[src/rtl/gpio_pkg.sv]
package gpio_pkg;
  typedef enum logic [1:0] {
    BANK_DIR  = 2'd0,
    BANK_LVL  = 2'd1,
    BANK_PU   = 2'd2,
    BANK_NONE = 2'd3
  } bank_sel_e;
endpackage

[src/rtl/gpio_sync.sv]
module gpio_sync #(
  parameter int W     = 8,
  parameter int BASE  = 2,
  parameter int EXTRA = 2
) (
  input  logic         clk,
  input  logic         rst_n,
  input  logic         xtra_i,
  input  logic [W-1:0] d_i,
  output logic [W-1:0] q_o
);
  localparam int DEPTH = BASE + EXTRA;

  logic [W-1:0] stg_q [DEPTH];

  for (genvar s = 0; s < DEPTH; s++) begin : g_stg
    logic [W-1:0] stg_d;
    if (s == 0) begin : g_first
      assign stg_d = d_i;
    end else begin : g_next
      assign stg_d = stg_q[s-1];
    end
    always_ff @(posedge clk or negedge rst_n) begin
      if (!rst_n) stg_q[s] <= '0;
      else        stg_q[s] <= stg_d;
    end
  end

  if (EXTRA > 0) begin : g_tap_sel
    assign q_o = xtra_i ? stg_q[DEPTH-1] : stg_q[BASE-1];
  end else begin : g_tap_fix
    logic unused_xtra;
    assign unused_xtra = xtra_i;
    assign q_o = stg_q[BASE-1];
  end
endmodule

[src/rtl/gpio_cfg_bank.sv]
module gpio_cfg_bank
  import gpio_pkg::*;
#(
  parameter int W = 8
) (
  input  logic         clk,
  input  logic         rst_n,
  input  bank_sel_e    sel_i,
  input  logic         we_i,
  input  logic [W-1:0] wdata_i,
  output logic [W-1:0] dir_o,
  output logic [W-1:0] lvl_o,
  output logic [W-1:0] pu_o,
  output logic [W-1:0] rdata_o
);
  logic [W-1:0] dir_q, lvl_q, pu_q;
  logic         dir_en, lvl_en, pu_en;

  always_comb begin
    dir_en = we_i && (sel_i == BANK_DIR);
    lvl_en = we_i && (sel_i == BANK_LVL);
    pu_en  = we_i && (sel_i == BANK_PU);
  end

  always_ff @(posedge clk or negedge rst_n) begin
    if (!rst_n) begin
      dir_q <= '1;
      lvl_q <= '0;
      pu_q  <= '0;
    end else begin
      if (dir_en) dir_q <= wdata_i;
      if (lvl_en) lvl_q <= wdata_i;
      if (pu_en)  pu_q  <= wdata_i;
    end
  end

  always_comb begin
    unique case (sel_i)
      BANK_DIR: rdata_o = dir_q;
      BANK_LVL: rdata_o = lvl_q;
      BANK_PU:  rdata_o = pu_q;
      default:  rdata_o = '0;
    endcase
  end

  assign dir_o = dir_q;
  assign lvl_o = lvl_q;
  assign pu_o  = pu_q;
endmodule

[src/rtl/gpio_port.sv]
module gpio_port
  import gpio_pkg::*;
#(
  parameter int W          = 8,
  parameter int SYNC_BASE  = 2,
  parameter int SYNC_EXTRA = 2
) (
  input  logic         clk,
  input  logic         rst_n,
  input  logic         sel_we_i,
  input  logic [1:0]   sel_wdata_i,
  input  logic         rsrc_we_i,
  input  logic         rsrc_wdata_i,
  input  logic         dat_we_i,
  input  logic [W-1:0] dat_wdata_i,
  input  logic         cfg_we_i,
  input  logic [W-1:0] cfg_wdata_i,
  input  logic         sync_xtra_i,
  input  logic [W-1:0] pin_i,
  output logic [W-1:0] cfg_rdata_o,
  output logic [W-1:0] port_rdata_o,
  output logic [W-1:0] oe_o,
  output logic [W-1:0] out_o,
  output logic [W-1:0] lvl_o,
  output logic [W-1:0] pu_o
);
  // reset synchronizer: asserts at once, releases on the clock
  logic [1:0] rst_pipe_q;
  logic       rst_q_n;
  always_ff @(posedge clk or negedge rst_n) begin
    if (!rst_n) rst_pipe_q <= 2'b00;
    else        rst_pipe_q <= {rst_pipe_q[0], 1'b1};
  end
  assign rst_q_n = rst_pipe_q[1];

  // core-side registers: next-state logic
  bank_sel_e    sel_q, sel_d;
  logic         rsrc_q, rsrc_d;
  logic [W-1:0] data_q, data_d;

  always_comb begin
    sel_d  = sel_q;
    rsrc_d = rsrc_q;
    data_d = data_q;
    if (sel_we_i)  sel_d  = bank_sel_e'(sel_wdata_i);
    if (rsrc_we_i) rsrc_d = rsrc_wdata_i;
    if (dat_we_i)  data_d = dat_wdata_i;
  end

  always_ff @(posedge clk or negedge rst_q_n) begin
    if (!rst_q_n) begin
      sel_q  <= BANK_DIR;
      rsrc_q <= 1'b0;
      data_q <= '0;
    end else begin
      sel_q  <= sel_d;
      rsrc_q <= rsrc_d;
      data_q <= data_d;
    end
  end

  logic [W-1:0] dir_w, lvl_w, pu_w, pin_s;

  gpio_cfg_bank #(.W(W)) u_bank (
    .clk     (clk),
    .rst_n   (rst_q_n),
    .sel_i   (sel_q),
    .we_i    (cfg_we_i),
    .wdata_i (cfg_wdata_i),
    .dir_o   (dir_w),
    .lvl_o   (lvl_w),
    .pu_o    (pu_w),
    .rdata_o (cfg_rdata_o)
  );

  gpio_sync #(.W(W), .BASE(SYNC_BASE), .EXTRA(SYNC_EXTRA)) u_sync (
    .clk    (clk),
    .rst_n  (rst_q_n),
    .xtra_i (sync_xtra_i),
    .d_i    (pin_i),
    .q_o    (pin_s)
  );

  assign oe_o         = ~dir_w;
  assign out_o        = data_q;
  assign lvl_o        = lvl_w;
  assign pu_o         = pu_w & dir_w;
  assign port_rdata_o = rsrc_q ? data_q : pin_s;
endmodule

[config.mk]
export PLATFORM = sky130hd
export DESIGN_NAME = gpio_port
export DESIGN_NICKNAME = d
export VERILOG_FILES = /design/src/rtl/gpio_pkg.sv /design/src/rtl/gpio_sync.sv /design/src/rtl/gpio_cfg_bank.sv /design/src/rtl/gpio_port.sv
export SDC_FILE = /design/constraint.sdc
export NUM_CORES = 1
export LEC_CHECK = 0
export BUFFER_PORTS_ARGS = -buffer_cell sky130_fd_sc_hd__buf_2
export CAP_MARGIN = 10
export CORE_MARGIN = 3
export CORE_UTILIZATION = 50
export DETAILED_ROUTE_END_ITERATION = 8
export PLACE_DENSITY = 0.82
export SLEW_MARGIN = 20
export SYNTH_ARGS = -nofsm -noshare
export SYNTH_HDL_FRONTEND = slang
export SYNTH_SLANG_ARGS = --single-unit
[constraint.sdc]
create_clock -name clk -period 4.33 [get_ports clk]
set_input_delay 0.866 -clock clk [delete_from_list [all_inputs] [get_ports clk]]
set_output_delay 0.866 -clock clk [all_outputs]
set_load 0.01 [all_outputs]
== Word-level counts from Yosys, hierarchy flattened ==
Index checks and enable logic that the tools add are counted.

* Mux-type cells: 3
* Reductions and logical operators: 4
* Bitwise logic cells: 2
* Equal/unequal tests: 2

{| class="wikitable"
|+ Operators by type and width
! cell !! count
|-
| 8-bit case mux with 3 select lines || 1
|-
| 8-bit two-way mux || 2
|-
| 8-bit AND || 1
|-
| 8-bit NOT || 1
|-
| 1-bit logical AND || 3
|-
| 2-bit by 1-bit == test with 1-bit output, second input constant || 1
|-
| 2-bit == test, second input constant || 1
|-
| 2-bit logical NOT || 1
|}

* Input bits: 34
* Word-level logic and storage cells: 22
* Register bits: 69

== Longest topological paths before layout ==
Gate-level depths: netlist (run 1).

* Depth after elaboration: 2
* Gate-level depth with buffers: 4
* Depth with buffers taken out: 2

== Hierarchy ==
A second synthesis (run 1) with hierarchy kept.

* Cell total of the unflattened synthesis: 163
* Area total of the unflattened synthesis: 2740.1 um^2

{| class="wikitable"
|+ Modules (own cells, without submodules)
! module !! sequential area each (um^2) !! area each (um^2) !! cells each !! times used
|-
| gpio_cfg_bank || 610.6 || 1102.3 || 71 || 1
|-
| gpio_sync || 800.8 || 932.1 || 41 || 1
|-
| gpio_port || 325.3 || 705.7 || 51 || 1
|}

== Least setup slack after synthesis (run 1) ==
Ideal clock, no wire load.

* Kind: input to output
* From: input sync_xtra_i
* To: output port_rdata_o[0]
* Data arrival time: 1445 ps
* Data required time: 3464 ps
* Slack: 2019 ps
* Buffers on the path: 1
* Stages: 3
* Cells stage by stage: buf_2 -> mux2i_1 -> o21ai_0

* Longest elaborated chain between the ends: 2

{| class="wikitable"
|+ RTL lines
! what !! RTL line !! RTL
|-
| from (decl) || gpio_port.sv:18 || <nowiki>input logic sync_xtra_i,</nowiki>
|-
| 8-bit two-way mux || gpio_sync.sv:30 || <nowiki>assign q_o = xtra_i ? stg_q[DEPTH-1] : stg_q[BASE-1];</nowiki>
|-
| 8-bit two-way mux || gpio_port.sv:88 || <nowiki>assign port_rdata_o = rsrc_q ? data_q : pin_s;</nowiki>
|-
| to (decl) || gpio_port.sv:21 || <nowiki>output logic [W-1:0] port_rdata_o,</nowiki>
|}

No other way between the ends.

== Final worst setup path (run 1) ==
* From: register sel_q[0]
* To: output cfg_rdata_o[6]

* Longest elaborated chain between the ends: 2

{| class="wikitable"
|+ RTL lines
! what !! RTL line !! RTL
|-
| from (decl) || gpio_port.sv:37 || <nowiki>bank_sel_e sel_q, sel_d;</nowiki>
|-
| from (signal assigned) || gpio_port.sv:56 || <nowiki>sel_q <= sel_d;</nowiki>
|-
| 2-bit == test (tied with other cells) || gpio_cfg_bank.sv:38 || <nowiki>unique case (sel_i)</nowiki>
|-
| 8-bit case mux with 3 select lines (*) || gpio_cfg_bank.sv:38 ||
|-
| to (decl) || gpio_port.sv:20 || <nowiki>output logic [W-1:0] cfg_rdata_o,</nowiki>
|}

Every way passes the cells marked *; elsewhere a longest branch is shown, timed or not.

==> flow_summary.json, run 1 <==
{
  "status": "finished clean",
  "fin_ws_ps": 1410,
  "place.gp.congestion": 0.829,
  "power_frac_comb": 0.201,
  "critPathSlowestCell": "dfrtp_1",
  "cp.required_ps": 3460,
  "dp_hpwl_um": 3620,
  "holdWs_ps": 271,
  "critical_path.cell_chain": "nor2b_1 > o2bb2ai_1 > buf_2",
  "port_buffers": 81,
  "power_density_nw_per_um2": 515,
  "wl_per_cell_um": 15.1,
  "cts_tree": "done",
  "grt_pass1_vias": 1706,
  "synthesis.area_um2": 2600,
  "antenna_found_initial": 0,
  "core_area_um2": 4880,
  "ios": 82,
  "clk_path_buf_depth": 2,
  "seq_power_share": 0.493,
  "end_kind": "primary output",
  "rsz0062_at_grt": "no",
  "reg2reg_to": "u_bank.lvl_o[5]",
  "grt_max_degree": 42,
  "clock_power_share": 0.306,
  "syn_nets": 205,
  "diodes": 0,
  "finalSetupViolCount": 0,
  "layout_common_cells": "buf_2 (81), dfrtp_1 (60), mux2_2 (35)",
  "yosysWarnings": 0,
  "htree_num_levels": 3,
  "path_class": "reg -> out",
  "insertion_delay_ps": 330,
  "drt_first_pass_iters": 4,
  "synth_area_per_cell_um2": 15.2,
  "die_area_um2": 6110,
  "p_leak_nw": 1.60,
  "cts-root-buf": "clkbuf_8",
  "final_common_cell": "buf_2",
  "grt.overflow.total": 0,
  "routed_via_density": 5.01,
  "ant_nets": 0,
  "fin_skew_ps": 4.14,
  "dieWidth_um": 78.2,
  "reg2reg_depth": 2,
  "max_freq_mhz": 342,
  "slew_viol_final": 0,
  "drcViolationCount": 0,
  "r2r_start": "sel_q[1]",
  "ir_worst_vdd_mv": 0.295,
  "cts.repair.resized": 0,
  "grt_pass1_wl_um": 8340,
  "fin_crit_sh": 0.674,
  "start_util": 0.534,
  "swShare": 0.287,
  "crit_arrival_ps": 2050,
  "maxCapViolCount": 0,
  "worst_pin_slew_ps": 743,
  "via_count": 1653,
  "reg2reg_slack_ps": 2660,
  "rows": 25,
  "hold_buffers": 0,
  "setup_tns_ps": 0,
  "pre_cts_ws_ps": 1750,
  "path_clk_slew_ps": 70,
  "internal-power_w": 0.00120,
  "grt_usage": 0.181,
  "slew_headroom": 0.504,
  "hp-class": "reg -> async",
  "ys_seq_area_frac": 0.667,
  "die_h_um": 78.2,
  "synth.ff_latch_count": 69,
  "area_growth_pct": 25.5,
  "start_kind": "register",
  "ys_types": 17,
  "cts_made_buffers": 9,
  "hold_viol_final": 0,
  "finalCriticalPeriod_ps": 2920,
  "postRouteWirelength_um": 4990,
  "cp_max_fo": 13,
  "netlist_instances": 171,
  "power_switching_w": 0.000483,
  "drive_gt1_frac": 0.548,
  "max_stage_delay_ps": 690,
  "clkSinkCount": 69,
  "postCtsSetupBuffers": 0,
  "drt-initial-drc-count": 75,
  "final_nets": 292
}
[cell usage after synthesis]
master,instances,area (um^2)
nor3b_4,1,18.8
nor2b_1,1,6.26
o2bb2ai_1,8,70.1
conb_1,1,3.75
nand3b_4,1,20.0
mux2i_1,16,160
nand3b_2,1,11.3
and2_1,8,50.1
nand2_1,8,30.0
dfrtp_1,61,1530
buf_6,1,11.3
mux2_2,35,394
o21ai_0,8,40.0
inv_1,8,30.0
dfstp_2,8,210
buf_2,3,15.0
clkbuf_1,2,7.51
[stage by stage]
| stage | cell area, um^2 | utilization | cells | power, W |
|---|---|---|---|---|
| finish | 3270 | 0.670 | 330 | 0.00168 |
| global route | 3270 | 0.670 | 330 | 0.00178 |
| floorplan | 2610 | - | 171 | 0.00103 |
| detailed placement | 3070 | 0.629 | 314 | 0.00119 |
| global placement | 3070 | 0.629 | 314 | 0.00117 |
| CTS | 3270 | 0.670 | 330 | 0.00171 |
[worst max path at each step]
| stage | from | end | slack (ps) | cells after the start |
|---|---|---|---|---|
| final | sel_q[0] | cfg_rdata_o[6] | 1410 | 3 |
| after detailed placement | sel_q[0] | cfg_rdata_o[4] | 1750 | 3 |
| after global placement | sel_q[1] | cfg_rdata_o[6] | 1780 | 3 |
| after CTS | sel_q[0] | cfg_rdata_o[6] | 1380 | 3 |
| after global routing | sel_q[0] | cfg_rdata_o[6] | 1240 | 3 |
| after floorplan | sync_xtra_i | port_rdata_o[0] | 2020 | 3 |
[logic make-up after synthesis]
kind of cell | count (synthesis) | share of synthesized area
AOI/OAI and AO/OA | 16 | 0.0423
buffers and inverters | 14 | 0.0245
DFF | 69 | 0.667
muxes | 51 | 0.213
other | 1 | 0.00144
and+or+nand+nor | 20 | 0.0524
[registers in the layout (all words and copies together), names as in the netlist]
signal,count
sel_q,2
rsrc_q,1
rst_pipe_q,2
out_o,8
u_sync.stg_q,8
u_sync.g_stg.stg_d,24
u_bank.lvl_o,8
u_bank.pu_o,8
u_bank.dir_o,8
[power by group through the flow]
stage          clock network [W]  logic (W)  registers (W)
2_1_floorplan                  0   0.000197       0.000832
3_3_place_gp                   0   0.000335       0.000837
3_5_place_dp                   0   0.000343       0.000842
4_1_cts                 0.000531   0.000345       0.000829
5_1_grt                 0.000560   0.000374       0.000845
6_report                0.000515   0.000339       0.000829
[per-layer routing]
metal	vias to the layer above	share of wire	global-route usage
met5	-	0	0
li1	767	-	-
met4	0	0.023	0.101
met1	830	0.42	0.225
met3	9	0.042	0.0459
met2	47	0.51	0.290
[layout make-up]
| cell class | instances | area [um^2] |
|---|---|---|
| Clock inverter | 6 | 72.6 |
| Fill cell | 388 | 1610 |
| Tap cell | 67 | 83.8 |
| Sequential cell | 69 | 1740 |
| Multi-Input combinational cell | 88 | 805 |
| Timing Repair Buffer | 82 | 413 |
| Clock buffer | 10 | 128 |
| Inverter | 8 | 30.0 |
[worst max-delay path: cells and delay by family, from the launching register on]
| family | cells | cell delay, ps |
|---|---|---|
| buffers and inverters | 1 | 160 |
| AOI/OAI and AO/OA | 1 | 200 |
| and+or+nand+nor | 1 | 680 |
| DFF | 1 | 690 |
Power figures use the tool's default switching activity.
==> inputs of run 2 (changes only) <==
--- a/config.mk
+++ b/config.mk
@@ -8,9 +8,9 @@
 export BUFFER_PORTS_ARGS = -buffer_cell sky130_fd_sc_hd__buf_2
 export CAP_MARGIN = 10
 export CORE_MARGIN = 3
-export CORE_UTILIZATION = 50
+export CORE_UTILIZATION = 45
 export DETAILED_ROUTE_END_ITERATION = 8
-export PLACE_DENSITY = 0.82
+export PLACE_DENSITY = 0.79
 export SLEW_MARGIN = 20
 export SYNTH_ARGS = -nofsm -noshare
 export SYNTH_HDL_FRONTEND = slang
==> constraint.sdc (replaced) <==
create_clock -name clk -period 2.3 [get_ports clk]
set_input_delay 0.46 -clock clk [delete_from_list [all_inputs] [get_ports clk]]
set_output_delay 0.46 -clock clk [all_outputs]
set_load 0.01 [all_outputs]
==> flow_summary.json, run 2 (synthesis results as in run 1) <==
{
  "cts_made_buffers": 9,
  "worst_pin_slew_ps": 603,
  "reg2reg_slack_ps": 650,
  "dieWidth_um": 82.1,
  "layout_common_cells": "buf_2 (81), dfrtp_1 (60), mux2_2 (35)",
  "fin_crit_sh": 0.902,
  "placed_area_um2": 3110,
  "die_area_um2": 6740,
  "grt.overflow.total": 0,
  "largest_reg_flops": 24,
  "area_growth_pct": 27.5,
  "clock_power_share": 0.305,
  "critPathSlowestCell": "dfrtp_1",
  "grt_pass1_vias": 1635,
  "clkSinkCount": 69,
  "routed_via_density": 4.72,
  "core_area_um2": 5540,
  "drive_gt1_frac": 0.549,
  "insertion_delay_ps": 330,
  "max_stage_delay_ps": 530,
  "cts-root-buf": "clkbuf_8",
  "htree_num_levels": 3,
  "final_common_cell": "buf_2",
  "start_kind": "register",
  "path_clk_slew_ps": 70,
  "holdPathStages": 1,
  "via_count": 1596,
  "slew_headroom": 0.598,
  "reg2reg_depth": 3,
  "finalCriticalPeriod_ps": 2070,
  "power_switching_w": 0.000868,
  "finalSetupViolCount": 0,
  "status": "finished clean",
  "drt-initial-drc-count": 49,
  "hp-class": "in -> reg",
  "power_frac_comb": 0.207,
  "grt_usage": 0.161,
  "reg2reg_to": "u_bank.dir_o[6]",
  "drt_first_pass_iters": 2,
  "seq_power_share": 0.488,
  "start_util": 0.470,
  "ios": 82,
  "internal-power_w": 0.00231,
  "setup_tns_ps": 0,
  "place.gp.congestion": 0.736,
  "final_nets": 296,
  "clk_path_buf_depth": 2,
  "p_leak_nw": 1.62,
  "path_class": "reg -> out",
  "rows": 27,
  "ir_worst_vdd_mv": 0.522,
  "dp_hpwl_um": 3630,
  "critical_path.cell_chain": "nor2b_1 > buf_4 > o2bb2ai_1 > buf_2",
  "slew_viol_final": 0,
  "crit_arrival_ps": 1610,
  "port_buffers": 81,
  "final_cell_area_um2": 3320,
  "diodes": 0,
  "grt_max_degree": 42,
  "cp_max_fo": 9,
  "cp.required_ps": 1840,
  "postCtsSetupBuffers": 0,
  "end_kind": "primary output",
  "maxCapViolCount": 0,
  "fin_skew_ps": 8.92,
  "max_freq_mhz": 482,
  "cts_tree": "done",
  "die_h_um": 82.1,
  "antenna_found_initial": 0,
  "grt_pass1_wl_um": 7890,
  "min_from": "pin_i[2]",
  "power_density_nw_per_um2": 958,
  "wl_per_cell_um": 14.8,
  "hold_viol_final": 0,
  "drcViolationCount": 0,
  "postRouteWirelength_um": 5000,
  "ant_nets": 0,
  "fillCellCount": 477,
  "min_to": "u_sync.g_stg[1].stg_d[2]",
  "swShare": 0.273,
  "rsz0062_at_grt": "no",
  "r2r_start": "sel_q[0]"
}
==> run 2: stage by stage <==
stage          power, W  instances  utilization  worst slack (ps)  hold slack [ps]
2_1_floorplan   0.00194        171            -               250              164
3_5_place_dp    0.00225        322        0.561               561              249
6_report        0.00318        338        0.599               226              235
3_3_place_gp    0.00222        322        0.561               621              246
5_1_grt         0.00337        338        0.599              71.1              203
4_1_cts         0.00323        338        0.599               192              208
==> run 2: area by class of cell <==
type | instances | area, um^2 | area share
clock buffers | 12 | 155 | 0.0467
clock inverters | 3 | 45.0 | 0.0136
inverters | 8 | 30.0 | 0.00904
multi-input cells | 88 | 805 | 0.242
flip-flops and latches | 69 | 1740 | 0.523
well taps | 72 | 90.1 | 0.0271
repair buffers | 86 | 458 | 0.138
==> run 2: worst max-delay path by stage <==
stage	depth (start not counted)	to	slack, ps	start
after floorplan	0	out_o[0]	250	rst_pipe_q[1]
after global placement	4	port_rdata_o[1]	620	sync_xtra_i
after detailed placement	4	cfg_rdata_o[2]	560	sel_q[0]
after CTS	4	cfg_rdata_o[2]	190	sel_q[0]
after global routing	4	cfg_rdata_o[2]	70	sel_q[0]
final	4	cfg_rdata_o[2]	230	sel_q[0]
==> run 2: power by group through the flow <==
stage,combinational [W],sequential [W],clock [W]
2_1_floorplan,0.000370,0.00157,0
3_3_place_gp,0.000655,0.00157,0
3_5_place_dp,0.000667,0.00158,0
4_1_cts,0.000672,0.00156,0.00101
5_1_grt,0.000730,0.00159,0.00106
6_report,0.000659,0.00155,0.000970
==> run 2: metal layers <==
metal	wire, um	vias to the layer above	global-route usage
met5	0	-	0
met4	50	0	0.0797
li1	-	775	-
met1	2290	783	0.217
met3	197	4	0.0373
met2	2460	34	0.243
==> run 2: what timing repair did <==
action | 4_1_cts | 5_1_grt
gates resized for setup | 0 | 0
hold endpoints to repair | 2 | 0
hold buffers | 1 | 0
setup endpoints to repair | 0 | 0
==> run 2: critical path: cells and delay by family (launching register included) <==
kind / cells / cell delay (ps)
DFF: 1 / 530
and+or+nand+nor: 1 / 270
AOI/OAI and AO/OA: 1 / 130
buffers and inverters: 2 / 350
